**config.mk**
```make
export PLATFORM = sky130hd
export DESIGN_NAME = spkdiag_seq
export DESIGN_NICKNAME = d
export VERILOG_FILES = /design/src/rtl/spkdiag_pkg.sv /design/src/rtl/spkdiag_tick.sv /design/src/rtl/spkdiag_ofs.sv /design/src/rtl/spkdiag_chan.sv /design/src/rtl/spkdiag_seq.sv
export SDC_FILE = /design/constraint.sdc
export NUM_CORES = 1
export LEC_CHECK = 0
export ABC_AREA = 0
export BUFFER_PORTS_ARGS = -buffer_cell sky130_fd_sc_hd__buf_2
export CELL_PAD_IN_SITES_DETAIL_PLACEMENT = 1
export CELL_PAD_IN_SITES_GLOBAL_PLACEMENT = 1
export CORE_AREA = 2 2 94 96
export CTS_CLUSTER_SIZE = 25
export DETAILED_ROUTE_END_ITERATION = 7
export DIE_AREA = 0 0 96 98
export PLACE_DENSITY_LB_ADDON = 0.2
export SYNTH_ARGS = -nofsm -noshare
export SYNTH_HDL_FRONTEND = slang
export SYNTH_HIERARCHICAL = 1
export SYNTH_SLANG_ARGS = --single-unit
```
**constraint.sdc**
```tcl
create_clock -name clk -period 5.01 [get_ports clk]
set_input_delay 1.002 -clock clk [delete_from_list [all_inputs] [get_ports clk]]
set_output_delay 1.002 -clock clk [all_outputs]
set_load 0.01 [all_outputs]
```
**src/rtl/spkdiag_pkg.sv**
```systemverilog
package spkdiag_pkg;

    localparam int NCH = 2;

    typedef struct packed {
        logic gnd;
        logic vs;
        logic sload;
        logic open;
        logic ofs;
        logic scp;
    } sense_t;

    // Field order is the byte layout: [4] perm, [3] sload, [2] open/ofs, [1] vs, [0] gnd
    typedef struct packed {
        logic perm;
        logic sload;
        logic d2;
        logic vs;
        logic gnd;
    } chrep_t;

    typedef enum logic [1:0] {PW_OFF, PW_TON, PW_ON} pwr_e;
    typedef enum logic [1:0] {CH_RUN, CH_FILT, CH_DIAG, CH_RESTART} ch_e;

    // Keep only the highest ranked fault of a capture.
    function automatic chrep_t rank_faults(input logic perm, input logic g, input logic v,
                                           input logic s, input logic o);
        chrep_t r;
        r.perm  = perm;
        r.gnd   = g;
        r.vs    = v & ~g;
        r.sload = s & ~g & ~v;
        r.d2    = o & ~g & ~v & ~s;
        return r;
    endfunction

    function automatic logic [7:0] pack_status(input logic b7, input logic b6, input chrep_t r);
        return {b7, b6, 1'b0, r};
    endfunction

endpackage

```
**src/rtl/spkdiag_tick.sv**
```systemverilog
module spkdiag_tick #(
    parameter int DIV = 50000
) (
    input  logic clk,
    input  logic rst,
    output logic tick
);
    localparam int W = (DIV > 1) ? $clog2(DIV) : 1;

    logic [W-1:0] cnt;

    always_ff @(posedge clk) begin
        if (rst) begin
            cnt  <= '0;
            tick <= 1'b0;
        end else if (cnt == W'(DIV - 1)) begin
            cnt  <= '0;
            tick <= 1'b1;
        end else begin
            cnt  <= cnt + 1'b1;
            tick <= 1'b0;
        end
    end
endmodule

```
**src/rtl/spkdiag_ofs.sv**
```systemverilog
module spkdiag_ofs (
    input  logic clk,
    input  logic rst,
    input  logic en,
    input  logic rd_done,
    input  logic any_scp,
    output logic win,
    output logic start,
    output logic close,
    output logic valid
);
    logic en_d;
    logic cancel;

    assign start = en & (~en_d | rd_done);
    assign close = rd_done & win;
    assign valid = ~cancel;

    always_ff @(posedge clk) begin
        if (rst) begin
            en_d   <= 1'b0;
            win    <= 1'b0;
            cancel <= 1'b0;
        end else begin
            en_d <= en;
            if (!en)        win <= 1'b0;
            else if (start) win <= 1'b1;
            if (start)               cancel <= 1'b0;
            else if (win && any_scp) cancel <= 1'b1;
        end
    end
endmodule

```
**src/rtl/spkdiag_chan.sv**
```systemverilog
module spkdiag_chan
    import spkdiag_pkg::*;
#(
    parameter int FILT_MS = 1,
    parameter int CYC_MS  = 100
) (
    input  logic   clk,
    input  logic   rst,
    input  logic   tick,
    input  logic   biased,
    input  logic   diag_go,
    input  logic   ton_start,
    input  logic   ton_end,
    input  logic   ofs_start,
    input  logic   ofs_close,
    input  logic   ofs_valid,
    input  sense_t sense,
    output logic   shut,
    output logic   perm_done,
    output chrep_t rep
);
    localparam int MAXMS = (CYC_MS > FILT_MS) ? CYC_MS : FILT_MS;
    localparam int CW    = $clog2(MAXMS + 1);

    ch_e          st;
    logic [CW-1:0] ms;
    logic         s_gnd, s_vs, s_sl, s_op, s_ofs;
    logic         filt_end, diag_end, win_start;

    assign filt_end  = (st == CH_FILT) && tick && (ms == CW'(FILT_MS - 1));
    assign diag_end  = (st == CH_DIAG) && tick && (ms == CW'(CYC_MS - 1));
    assign win_start = ton_start | (filt_end & sense.scp);
    assign shut      = biased && (st != CH_RUN);
    assign perm_done = diag_end;

    always_ff @(posedge clk) begin
        if (rst || !biased) begin
            st <= CH_RUN;
            ms <= '0;
        end else begin
            case (st)
                CH_RUN: begin
                    ms <= '0;
                    if (sense.scp) st <= diag_go ? CH_FILT : CH_RESTART;
                end
                CH_FILT: if (tick) begin
                    if (filt_end) begin
                        st <= sense.scp ? CH_DIAG : CH_RUN;
                        ms <= '0;
                    end else begin
                        ms <= ms + 1'b1;
                    end
                end
                CH_DIAG: if (tick) begin
                    if (diag_end) begin
                        st <= CH_RESTART;
                        ms <= '0;
                    end else begin
                        ms <= ms + 1'b1;
                    end
                end
                default: if (tick && !sense.scp) st <= CH_RUN;
            endcase
        end
    end

    // Windowed sticky AND of each flag
    always_ff @(posedge clk) begin
        if (rst || win_start) begin
            s_gnd <= 1'b1;
            s_vs  <= 1'b1;
            s_sl  <= 1'b1;
            s_op  <= 1'b1;
        end else begin
            s_gnd <= s_gnd & sense.gnd;
            s_vs  <= s_vs  & sense.vs;
            s_sl  <= s_sl  & sense.sload;
            s_op  <= s_op  & sense.open;
        end
        if (rst || ofs_start) s_ofs <= 1'b1;
        else                  s_ofs <= s_ofs & sense.ofs;
    end

    always_ff @(posedge clk) begin
        if (rst) begin
            rep <= '0;
        end else begin
            if (ton_end)
                rep <= rank_faults(1'b0, s_gnd & sense.gnd, s_vs & sense.vs,
                                   s_sl & sense.sload, s_op & sense.open);
            else if (diag_end)
                rep <= rank_faults(1'b1, s_gnd & sense.gnd, s_vs & sense.vs,
                                   s_sl & sense.sload, 1'b0);
            if (ofs_close)
                rep.d2 <= ofs_valid & s_ofs & sense.ofs;
        end
    end
endmodule

```
**src/rtl/spkdiag_seq.sv**
```systemverilog
module spkdiag_seq
    import spkdiag_pkg::*;
#(
    parameter int TICK_DIV = 50000,
    parameter int FILT_MS  = 1,
    parameter int CYC_MS   = 100
) (
    input  logic           clk,
    input  logic           rst,
    input  logic           amp_on,
    input  logic           diag_en,
    input  logic           offset_en,
    input  logic           therm_warn,
    input  logic           rd_done,
    input  logic [NCH-1:0] f_gnd,
    input  logic [NCH-1:0] f_vs,
    input  logic [NCH-1:0] f_sload,
    input  logic [NCH-1:0] f_open,
    input  logic [NCH-1:0] f_ofs,
    input  logic [NCH-1:0] f_scp,
    output logic           pulse_en,
    output logic           bias_en,
    output logic [NCH-1:0] ch_off,
    output logic [7:0]     db1,
    output logic [7:0]     db2
);
    localparam int CW = $clog2(CYC_MS + 1);

    logic          tick;
    pwr_e          pw;
    logic [CW-1:0] ms;
    logic          armed, done, therm_q;
    logic          ton_start, ton_end, cyc_end;
    logic [NCH-1:0] perm_done;
    chrep_t        rep [NCH];
    logic          ofs_win, ofs_start, ofs_close, ofs_valid;

    spkdiag_tick #(.DIV(TICK_DIV)) tick_i (.clk(clk), .rst(rst), .tick(tick));

    assign ton_start = (pw == PW_OFF) && amp_on && diag_en && armed;
    assign ton_end   = (pw == PW_TON) && amp_on && tick && (ms == CW'(CYC_MS - 1));
    assign cyc_end   = ton_end | (|perm_done);
    assign pulse_en  = (pw == PW_TON);
    assign bias_en   = (pw == PW_ON);

    always_ff @(posedge clk) begin
        if (rst) begin
            pw <= PW_OFF;
            ms <= '0;
        end else begin
            case (pw)
                PW_OFF: begin
                    ms <= '0;
                    if (amp_on) pw <= (diag_en && armed) ? PW_TON : PW_ON;
                end
                PW_TON: begin
                    if (!amp_on) pw <= PW_OFF;
                    else if (tick) begin
                        if (ton_end) begin
                            pw <= PW_ON;
                            ms <= '0;
                        end else begin
                            ms <= ms + 1'b1;
                        end
                    end
                end
                default: if (!amp_on) pw <= PW_OFF;
            endcase
        end
    end

    always_ff @(posedge clk) begin
        if (rst) begin
            armed   <= 1'b1;
            done    <= 1'b0;
            therm_q <= 1'b0;
        end else begin
            therm_q <= therm_warn;
            if (cyc_end) begin
                armed <= 1'b0;
                done  <= 1'b1;
            end else if (rd_done) begin
                armed <= 1'b1;
                done  <= 1'b0;
            end
        end
    end

    spkdiag_ofs ofs_i (
        .clk(clk), .rst(rst), .en(offset_en & bias_en), .rd_done(rd_done),
        .any_scp(|f_scp), .win(ofs_win), .start(ofs_start), .close(ofs_close),
        .valid(ofs_valid)
    );

    for (genvar c = 0; c < NCH; c++) begin : g_ch
        sense_t sn;
        assign sn = '{gnd: f_gnd[c], vs: f_vs[c], sload: f_sload[c],
                      open: f_open[c], ofs: f_ofs[c], scp: f_scp[c]};
        spkdiag_chan #(.FILT_MS(FILT_MS), .CYC_MS(CYC_MS)) chan_i (
            .clk(clk), .rst(rst), .tick(tick), .biased(bias_en),
            .diag_go(diag_en & armed), .ton_start(ton_start), .ton_end(ton_end),
            .ofs_start(ofs_start), .ofs_close(ofs_close), .ofs_valid(ofs_valid),
            .sense(sn), .shut(ch_off[c]), .perm_done(perm_done[c]), .rep(rep[c])
        );
    end

    assign db1 = pack_status(therm_q, done, rep[0]);
    assign db2 = pack_status(ofs_win, 1'b0, rep[1]);
endmodule

```
==> results of run 1 <==
-- final cells by class --
type | count | area share
multi-input cells | 329 | 0.519
flip-flops and latches | 70 | 0.344
repair buffers | 35 | 0.0430
clock buffers | 10 | 0.0338
well taps | 108 | 0.0332
inverters | 17 | 0.0157
clock inverters | 6 | 0.0111
-- final timing paths --
| check | endpoint | slack [ps] |
|---|---|---|
| worst max register to register | g_ch[0].chan_i/ms[5] | 2530 |
| worst min-delay path | g_ch[1].chan_i/rep[0] | 460 |
| worst min register to register | g_ch[1].chan_i/rep[0] | 460 |
| worst max-delay path | ch_off[0] | 2320 |
-- registers in the layout (all words and copies together) (netlist names) --
signal,count
armed,1
done,1
g_ch.chan_i/ms,14
g_ch.chan_i/rep,10
g_ch.chan_i/s_gnd,2
g_ch.chan_i/s_ofs,2
g_ch.chan_i/s_op,2
g_ch.chan_i/s_sl,2
g_ch.chan_i/s_vs,2
g_ch.chan_i/st,4
ms,7
ofs_i/cancel,1
ofs_i/en_d,1
ofs_i/win,1
pw,2
therm_q,1
tick_i/cnt,16
tick_i/tick,1
-- metal layers --
metal,global-route usage,vias to the layer above
met1,0.277,1586
met2,0.341,48
li1,-,1604
met3,0.0363,16
met5,0,-
met4,0.0791,0
-- worst register-to-register path, stage by stage, from the launching register on --
cell and delay [ps]:
dfxtp_1 610, or4b_1 510, o41a_1 550, o21ai_0 490, o221ai_1 180
-- per-stage QoR --
stage	total power [mW]	worst slack, ps	cells	hold slack (ps)	cell area (µm²)
2_1_floorplan	0.645	2880	434	416	3700
3_3_place_gp	0.667	2530	559	433	3890
3_5_place_dp	0.670	2460	559	443	3890
4_1_cts	1.10	2300	575	463	4080
5_1_grt	1.14	2190	575	482	4080
6_report	1.08	2320	575	457	4080
-- report_power, final --
group          switching (mW)  leakage (nW)  internal [mW]
logic                  0.0486         0.817         0.0321
clock network           0.233        0.0849          0.195
registers             0.00920         0.568          0.567
-- kinds of logic after synthesis --
kind of cell	share of synthesized area
compound gates	0.168
xor+xnor	0.0427
fa+ha+maj	0.0474
buf+inv	0.0501
flops	0.379
mux	0.0190
other cells	0.00101
simple gates	0.293
-- cell usage in the layout, fill, tap and decap left out, types with 4 or more instances in the layout --
cell       instances
nand3_1           21
a221oi_1           4
nor2_1            48
and2_1             5
ha_1              14
mux2i_1            7
a211oi_1           4
inv_1             17
o2111ai_1         14
buf_2             35
nor3_1            10
a31oi_1            4
nor2b_1           10
nor4_1            12
xnor2_1           16
clkbuf_8          10
o211ai_1           6
or3_1              6
nand2_1           51
a21oi_1           17
dfxtp_1           70
or2_2              5
nand2b_1           9
o221ai_1           6
nand4_1            5
==> reports/results.ini, run 1 <==
[cells_and_area]
nFillCells=1060
num-nets-final=495
regArea_mm2=0.00140
drive_gt1_frac=0.156
multi_input_area_mm2=0.00212
diodes=0
area_delta_synth_final_pct=10.3
fin_util=0.481

[sta]
hold_viol_final=0
clock-skew-final_ps=10.5
min_period_over_period=0.537
period_minus_slack_ps=2690
fmax_mhz=372
finalSetupTns_ps=0
rsz0062_at_grt=no
slew_headroom=0.418
setup_viol=0
slew_violations=0
tightest_slew_ps=872

[detailed_routing]
wl_met1_mm=4.43
routed_wl_mm=9.43
drtPass1Iterations=4
detail_route.wl_per_cell_um=16.4
top_layer=met4
vias_per_cell=5.66
ant_nets=0
drt_iter0_drc=119
via_count=3254
drc=0
dr_wl_met2_mm=4.54
route.met3.wl_um=296

[place]
hpwl_mm=6.83
gp_congestion=0.803
port_buffers=35

[setup_path]
cpMaxStageDelayCell=dfxtp_1
crit_type=flip-flop to output port
crit_path_end_kind=output port
cp.required_ps=4010
path_depth=3
reg2regPathDepth=4
startpoint=pw[1]
start_kind=flip-flop
crit_top_cell=nor2b_1
cp_num_buf_inv=1
worstPathArrival_ps=1690
critPathMaxStageDelay_ps=540
crit_fanout=11
critPathTopFamily=simple AND/OR/NAND/NOR gates
worstPathCellList=nor2b_1, nor2b_1, buf_2
r2r-start=tick_i/tick

[grt]
grt_remaining_overflow=0
antenna_found_initial=0
grt_use_total=0.210
grt_pass1_wl_mm=15.9
grt_max_degree=32
grt_pass1_vias=3329

[clock_network]
cts_resized=0
cts_buffer_depth=2
h-tree-depth=3
post_cts_buffers=0
clkSinkCount=70
numCtsBuffers=9
clockRootBuffer=clkbuf_8
cts_tree=yes
path_clk_slew_ps=80
insertion_delay_ps=350
hold_buffers=0

[synthesis]
yosysSeqAreaShare=0.379
async_flop_share=0
syn_area_mm2=0.00370
synth_top_cell_by_area=dfxtp_1
synth_area_leaders=dfxtp_1 (38%), nand2_1 (5.2%), nor2_1 (4.9%)
synth_cells=432
ys_seq_elements=70
yosys_warnings=6
synth_cell_types=60
synth_ff_type=dfxtp_1
yosys.area.top_type_share=0.379
synth-edff-count=0
synth.most_common_cell=dfxtp_1
netlist_top_cells_count=dfxtp_1 (70), nand2_1 (51), nor2_1 (48)
syn_area_per_cell_um2=8.56

[outcome]
run_status=finished, final reports clean

[floorplanning]
start_util=0.437
io_pins=39
die_x_um=96
rows=34
die_area_mm2=0.00941
fp.coreArea_mm2=0.00847
dieHeight_um=98

[run]
drv_cap=0

[worst_hold_path]
worstHoldPathCells=2
min_from=g_ch[1].chan_i/rep[0]
min_path_type=flip-flop to flip-flop

[power]
peakVddDrop_v=0.000112
powerDensity_mw_per_mm2=266
leakage_nw=1.47

Power figures use the tool's default switching activity.
==> run 2: changes to the inputs <==
--- a/config.mk
+++ b/config.mk
@@ -9,10 +9,10 @@
 export BUFFER_PORTS_ARGS = -buffer_cell sky130_fd_sc_hd__buf_2
 export CELL_PAD_IN_SITES_DETAIL_PLACEMENT = 1
 export CELL_PAD_IN_SITES_GLOBAL_PLACEMENT = 1
-export CORE_AREA = 2 2 94 96
+export CORE_AREA = 2 2 100 102
 export CTS_CLUSTER_SIZE = 25
 export DETAILED_ROUTE_END_ITERATION = 7
-export DIE_AREA = 0 0 96 98
+export DIE_AREA = 0 0 102 104
 export PLACE_DENSITY_LB_ADDON = 0.2
 export SYNTH_ARGS = -nofsm -noshare
 export SYNTH_HDL_FRONTEND = slang
==> constraint.sdc (replaced) <==
create_clock -name clk -period 2.4 [get_ports clk]
set_input_delay 0.48 -clock clk [delete_from_list [all_inputs] [get_ports clk]]
set_output_delay 0.48 -clock clk [all_outputs]
set_load 0.01 [all_outputs]
==> run 2 against run 1 <==
Compared with the run above: largest cell class unchanged; critical path depth up 2; hold slack worse by 130 ps; largest power group unchanged; clock skew is 0.87 ps lower; setup slack worse by 2100 ps; first-iteration DRC count down 31%; wire length increased by 3.1%; sequential power grew 110%; die area up 13%; via count is 1.1% higher; sequential cell count unchanged; clock-buffer cell count is 1 lower.
==> reports/results.ini, run 2 (synthesized netlist as in run 1, its figures left out) <==
[clock_network]
post_cts_buffers=0
insertion_delay_ps=360
path_clk_slew_ps=80
numCtsBuffers=9
hold_buffers=0
cts_resized=0
clkSinkCount=70
cts_tree=yes
cts_buffer_depth=2
clockRootBuffer=clkbuf_8
h-tree-depth=3

[grt]
grt_remaining_overflow=0
grt_use_total=0.191
grt_pass1_vias=3381
grt_max_degree=17
grt_pass1_wl_mm=16.3
antenna_found_initial=0

[detailed_routing]
via_count=3289
detail_route.wl_per_cell_um=15.9
drtPass1Iterations=4
drt_iter0_drc=82
ant_nets=0
drc=0
routed_wl_mm=9.72
vias_per_cell=5.37

[cells_and_area]
nFillCells=1172
drive_gt1_frac=0.179
area_delta_synth_final_pct=15.0
largest_register_ffs=16
diodes=0
top_register=tick_i/cnt
regArea_mm2=0.00140
layout_commonest_cell=dfxtp_1
num-nets-final=508
largestRegisters=tick_i/cnt: 16 flops, g_ch.chan_i/ms: 14 flops, g_ch.chan_i/rep: 10 flops
final_cell_mix=dfxtp_1 (70), nand2_1 (51), nor2_1 (48)
multi_input_area_mm2=0.00212

[floorplanning]
io_pins=39
fp.coreArea_mm2=0.00955
rows=36
dieHeight_um=104
die_x_um=102
start_util=0.387
die_area_mm2=0.0106

[sta]
slew_violations=0
period_minus_slack_ps=2190
fmax_mhz=456
setup_viol=0
hold_viol_final=0
rsz0062_at_grt=no
min_period_over_period=0.914
tightest_slew_ps=645
clock-skew-final_ps=9.68
finalSetupTns_ps=0
slew_headroom=0.564

[power]
switching_share=0.250
seq_power_share=0.485
p_int_mw=1.86
combPwrFrac=0.072
power_mw=2.47
powerDensity_mw_per_mm2=582
power_frac_clock=0.442
leakage_nw=1.57
peakVddDrop_v=0.000456
switching_power_mw=0.618

[place]
hpwl_mm=7.25
port_buffers=35
gp_congestion=0.839

[setup_path]
worstPathArrival_ps=2440
crit_fanout=10
crit_type=flip-flop to flip-flop
cp.required_ps=2640
crit_path_end_kind=flip-flop
start_kind=flip-flop

[outcome]
run_status=finished, final reports clean

[run]
drv_cap=0

[worst_hold_path]
min_path_type=input port to flip-flop

## run 2: changes by cell type in the layout (fill, tap and decap cells not counted)
cell,before,now
clkinv_2,1,0
buf_4,0,13
inv_8,0,1
bufinv_16,0,2
clkinv_4,1,2
clkinvlp_4,3,1
clkbuf_8,10,9
## run 2: cell type report
class | instances | share of cell area
clock buffers | 9 | 0.0291
well taps | 133 | 0.0392
multi-input cells | 329 | 0.498
clock inverters | 7 | 0.0247
flip-flops and latches | 70 | 0.330
inverters | 17 | 0.0150
repair buffers | 48 | 0.0642
## run 2: power groups by stage
stage	Sequential (mW)	Combinational, mW	Clock [mW]
finish	1.20	0.179	1.09
global route	1.20	0.201	1.17
CTS	1.20	0.181	1.14
detailed placement	1.23	0.181	0
global placement	1.23	0.176	0
floorplan	1.22	0.123	0
## run 2: path summary, 6_finish.rpt
kind,start,end,slack (ps),cells after the start
worst max register to register,tick_i/tick,g_ch[1].chan_i/st[1],210,5
worst min register to register,g_ch[0].chan_i/s_op,g_ch[0].chan_i/s_op,460,2
worst max-delay path,tick_i/tick,g_ch[1].chan_i/st[1],210,5
worst min-delay path,therm_warn,therm_q,330,2
## run 2: critical path: stages (launching register included)
cell and delay, ps:
dfxtp_1 340, buf_4 150, or4b_1 460, o41a_1 550
or3_4 460, mux2i_1 130
## run 2: layer usage
| layer | wire length (µm) | up-vias | share of wire | track usage |
|---|---|---|---|---|
| met5 | 0 | - | 0 | 0 |
| met1 | 4340 | 1600 | 0.45 | 0.229 |
| met4 | 180 | 0 | 0.019 | 0.0724 |
| met2 | 4940 | 41 | 0.51 | 0.328 |
| li1 | - | 1634 | - | - |
| met3 | 264 | 14 | 0.027 | 0.0430 |
## run 2: per-stage QoR
stage          instances  hold slack [ps]  instance area (µm²)  setup WS (ps)   util
2_1_floorplan        434              416                 3700            336      -
3_3_place_gp         597              429                 4020            272  0.421
3_5_place_dp         597              442                 4020            233  0.421
4_1_cts              613              318                 4250            216  0.445
5_1_grt              613              326                 4250           86.1  0.445
6_report             613              331                 4250            206  0.445
==> run 3: changes to the inputs <==
--- a/config.mk
+++ b/config.mk
@@ -14,6 +14,7 @@
 export DETAILED_ROUTE_END_ITERATION = 7
 export DIE_AREA = 0 0 102 104
 export PLACE_DENSITY_LB_ADDON = 0.2
+export SETUP_SLACK_MARGIN = 0.5
 export SYNTH_ARGS = -nofsm -noshare
 export SYNTH_HDL_FRONTEND = slang
 export SYNTH_HIERARCHICAL = 1
==> run 3 against run 2 <==
Compared with the run above: maximum frequency increased by 12%; die area unchanged; clock-buffer cell count unchanged; critical path type unchanged; critical endpoint is now g_ch[0].chan_i/st[1]; largest cell class unchanged.
==> reports/results.ini, run 3 (synthesized netlist as in run 1, its figures left out) <==
[outcome]
run_status=finished, final reports clean

[cells_and_area]
final_cell_mix=dfxtp_1 (58), nand2_1 (51), nor2_1 (46)
nFillCells=1154
diodes=0
largestRegisters=tick_i/cnt: 16 flops, g_ch.chan_i/ms: 14 flops, g_ch.chan_i/rep: 10 flops
layout_commonest_cell=dfxtp_1
num-nets-final=517
top_register=tick_i/cnt
largest_register_ffs=16
finalNonFillerCells=622
area_delta_synth_final_pct=24.1
regArea_mm2=0.00144
drive_gt1_frac=0.292
multi_input_area_mm2=0.00234

[detailed_routing]
detail_route.wl_per_cell_um=16.4
routed_wl_mm=10.2
ant_nets=0
vias_per_cell=5.42
drtPass1Iterations=4
via_count=3369
drc=0
drt_iter0_drc=92

[setup_path]
cp_num_buf_inv=0
cp.required_ps=2640
cpMaxStageDelayCell=or4b_4
rrSetupSlack_ps=450
crit_type=flip-flop to flip-flop
crit_fanout=6
critPathMaxStageDelay_ps=540
crit_path_end_kind=flip-flop
critPathTopFamily=simple AND/OR/NAND/NOR gates
worstPathArrival_ps=2190
reg2regPathDepth=4
start_kind=flip-flop
worstPathCellList=or4b_4, o41a_1, or3_4, mux2i_1
path_depth=4

[grt]
grt_remaining_overflow=0
grt_pass1_vias=3518
grt_max_degree=26
grt_use_total=0.197
grt_pass1_wl_mm=16.9
antenna_found_initial=0

[sta]
finalSetupTns_ps=0
rsz0062_at_grt=yes
hold_viol_final=0
slew_violations=0
period_minus_slack_ps=1950
fmax_mhz=512
clock-skew-final_ps=13.4
setup_viol=0
setup_ws_ps=447
min_period_over_period=0.814

[floorplanning]
start_util=0.387
io_pins=39
die_area_mm2=0.0106
die_x_um=102
fp.coreArea_mm2=0.00955
dieHeight_um=104
rows=36

[clock_network]
numCtsBuffers=9
clkSinkCount=70
cts_tree=yes
path_clk_slew_ps=90
insertion_delay_ps=350
clockRootBuffer=clkbuf_8
cts_buffer_depth=2
h-tree-depth=3

[worst_hold_path]
worstHoldPathCells=3
min_path_type=input port to flip-flop

[run]
drv_cap=0

[power]
power_mw=2.49
peakVddDrop_v=0.000260
leakage_nw=1.64
powerDensity_mw_per_mm2=542

[place]
dp.cells=593
gp_congestion=0.835
hpwl_mm=7.10
port_buffers=35
dp_slack_ps=259

-- run 3: cell types whose count changed in the layout (fill, tap and decap cells not counted), moves of 4 or more --
cell | before | now
dfxtp_1 | 70 | 58
o2111ai_1 | 14 | 5
dfxtp_4 | 0 | 8
buf_4 | 13 | 19
o2111ai_2 | 0 | 9
dfxtp_2 | 0 | 4
ha_1 | 14 | 8
-- run 3: layout make-up --
cell class,instances,area share
tap,133,0.0363
inverter,17,0.0139
clock buffer,9,0.0270
multi-input combinational,329,0.511
sequential,70,0.313
clock inverter,7,0.0224
timing repair buffer,57,0.0766
-- run 3: timing repair --
action                                  4_1_cts  5_1_grt
resized for setup                            31       36
buffers inserted                             12        1
endpoints found under the setup margin       27       29
hold buffers                                  0        0
pin swaps                                     8       10
-- run 3: power by group --
part           total (mW)  switching, mW  internal (mW)
sequential           1.20         0.0198           1.18
combinational       0.193          0.111         0.0820
clock                1.10          0.500          0.598
total                2.49          0.631           1.86
-- run 3: worst paths after layout --
check	startpoint	end
worst max-delay path	g_ch[0].chan_i/ms[4]	g_ch[0].chan_i/st[1]
worst max register to register	g_ch[0].chan_i/ms[4]	g_ch[0].chan_i/st[1]
worst min register to register	g_ch[1].chan_i/rep[1]	g_ch[1].chan_i/rep[1]
worst min-delay path	f_open[1]	g_ch[1].chan_i/s_op
-- run 3: stage by stage --
step	util	instance area, µm²	hold WS, ps
CTS	0.463	4420	323
finish	0.480	4590	332
global placement	0.419	4000	442
detailed placement	0.419	4000	445
global route	0.480	4590	336
floorplan	-	3710	416
-- run 3: tightest hold or removal path: cells and delay by family --
family / cells / cell delay [ps]
buffers and inverters: 1 / 70
and+or+nand+nor: 2 / 110
-- run 3: layer usage --
metal / GRT usage / wire length (µm) / part of all wire / vias up
li1: - / - / - / 1660
met1: 0.242 / 4560 / 0.45 / 1652
met2: 0.342 / 5230 / 0.51 / 43
met3: 0.0329 / 253 / 0.025 / 14
met4: 0.0686 / 146 / 0.014 / 0
met5: 0 / 0 / 0 / -
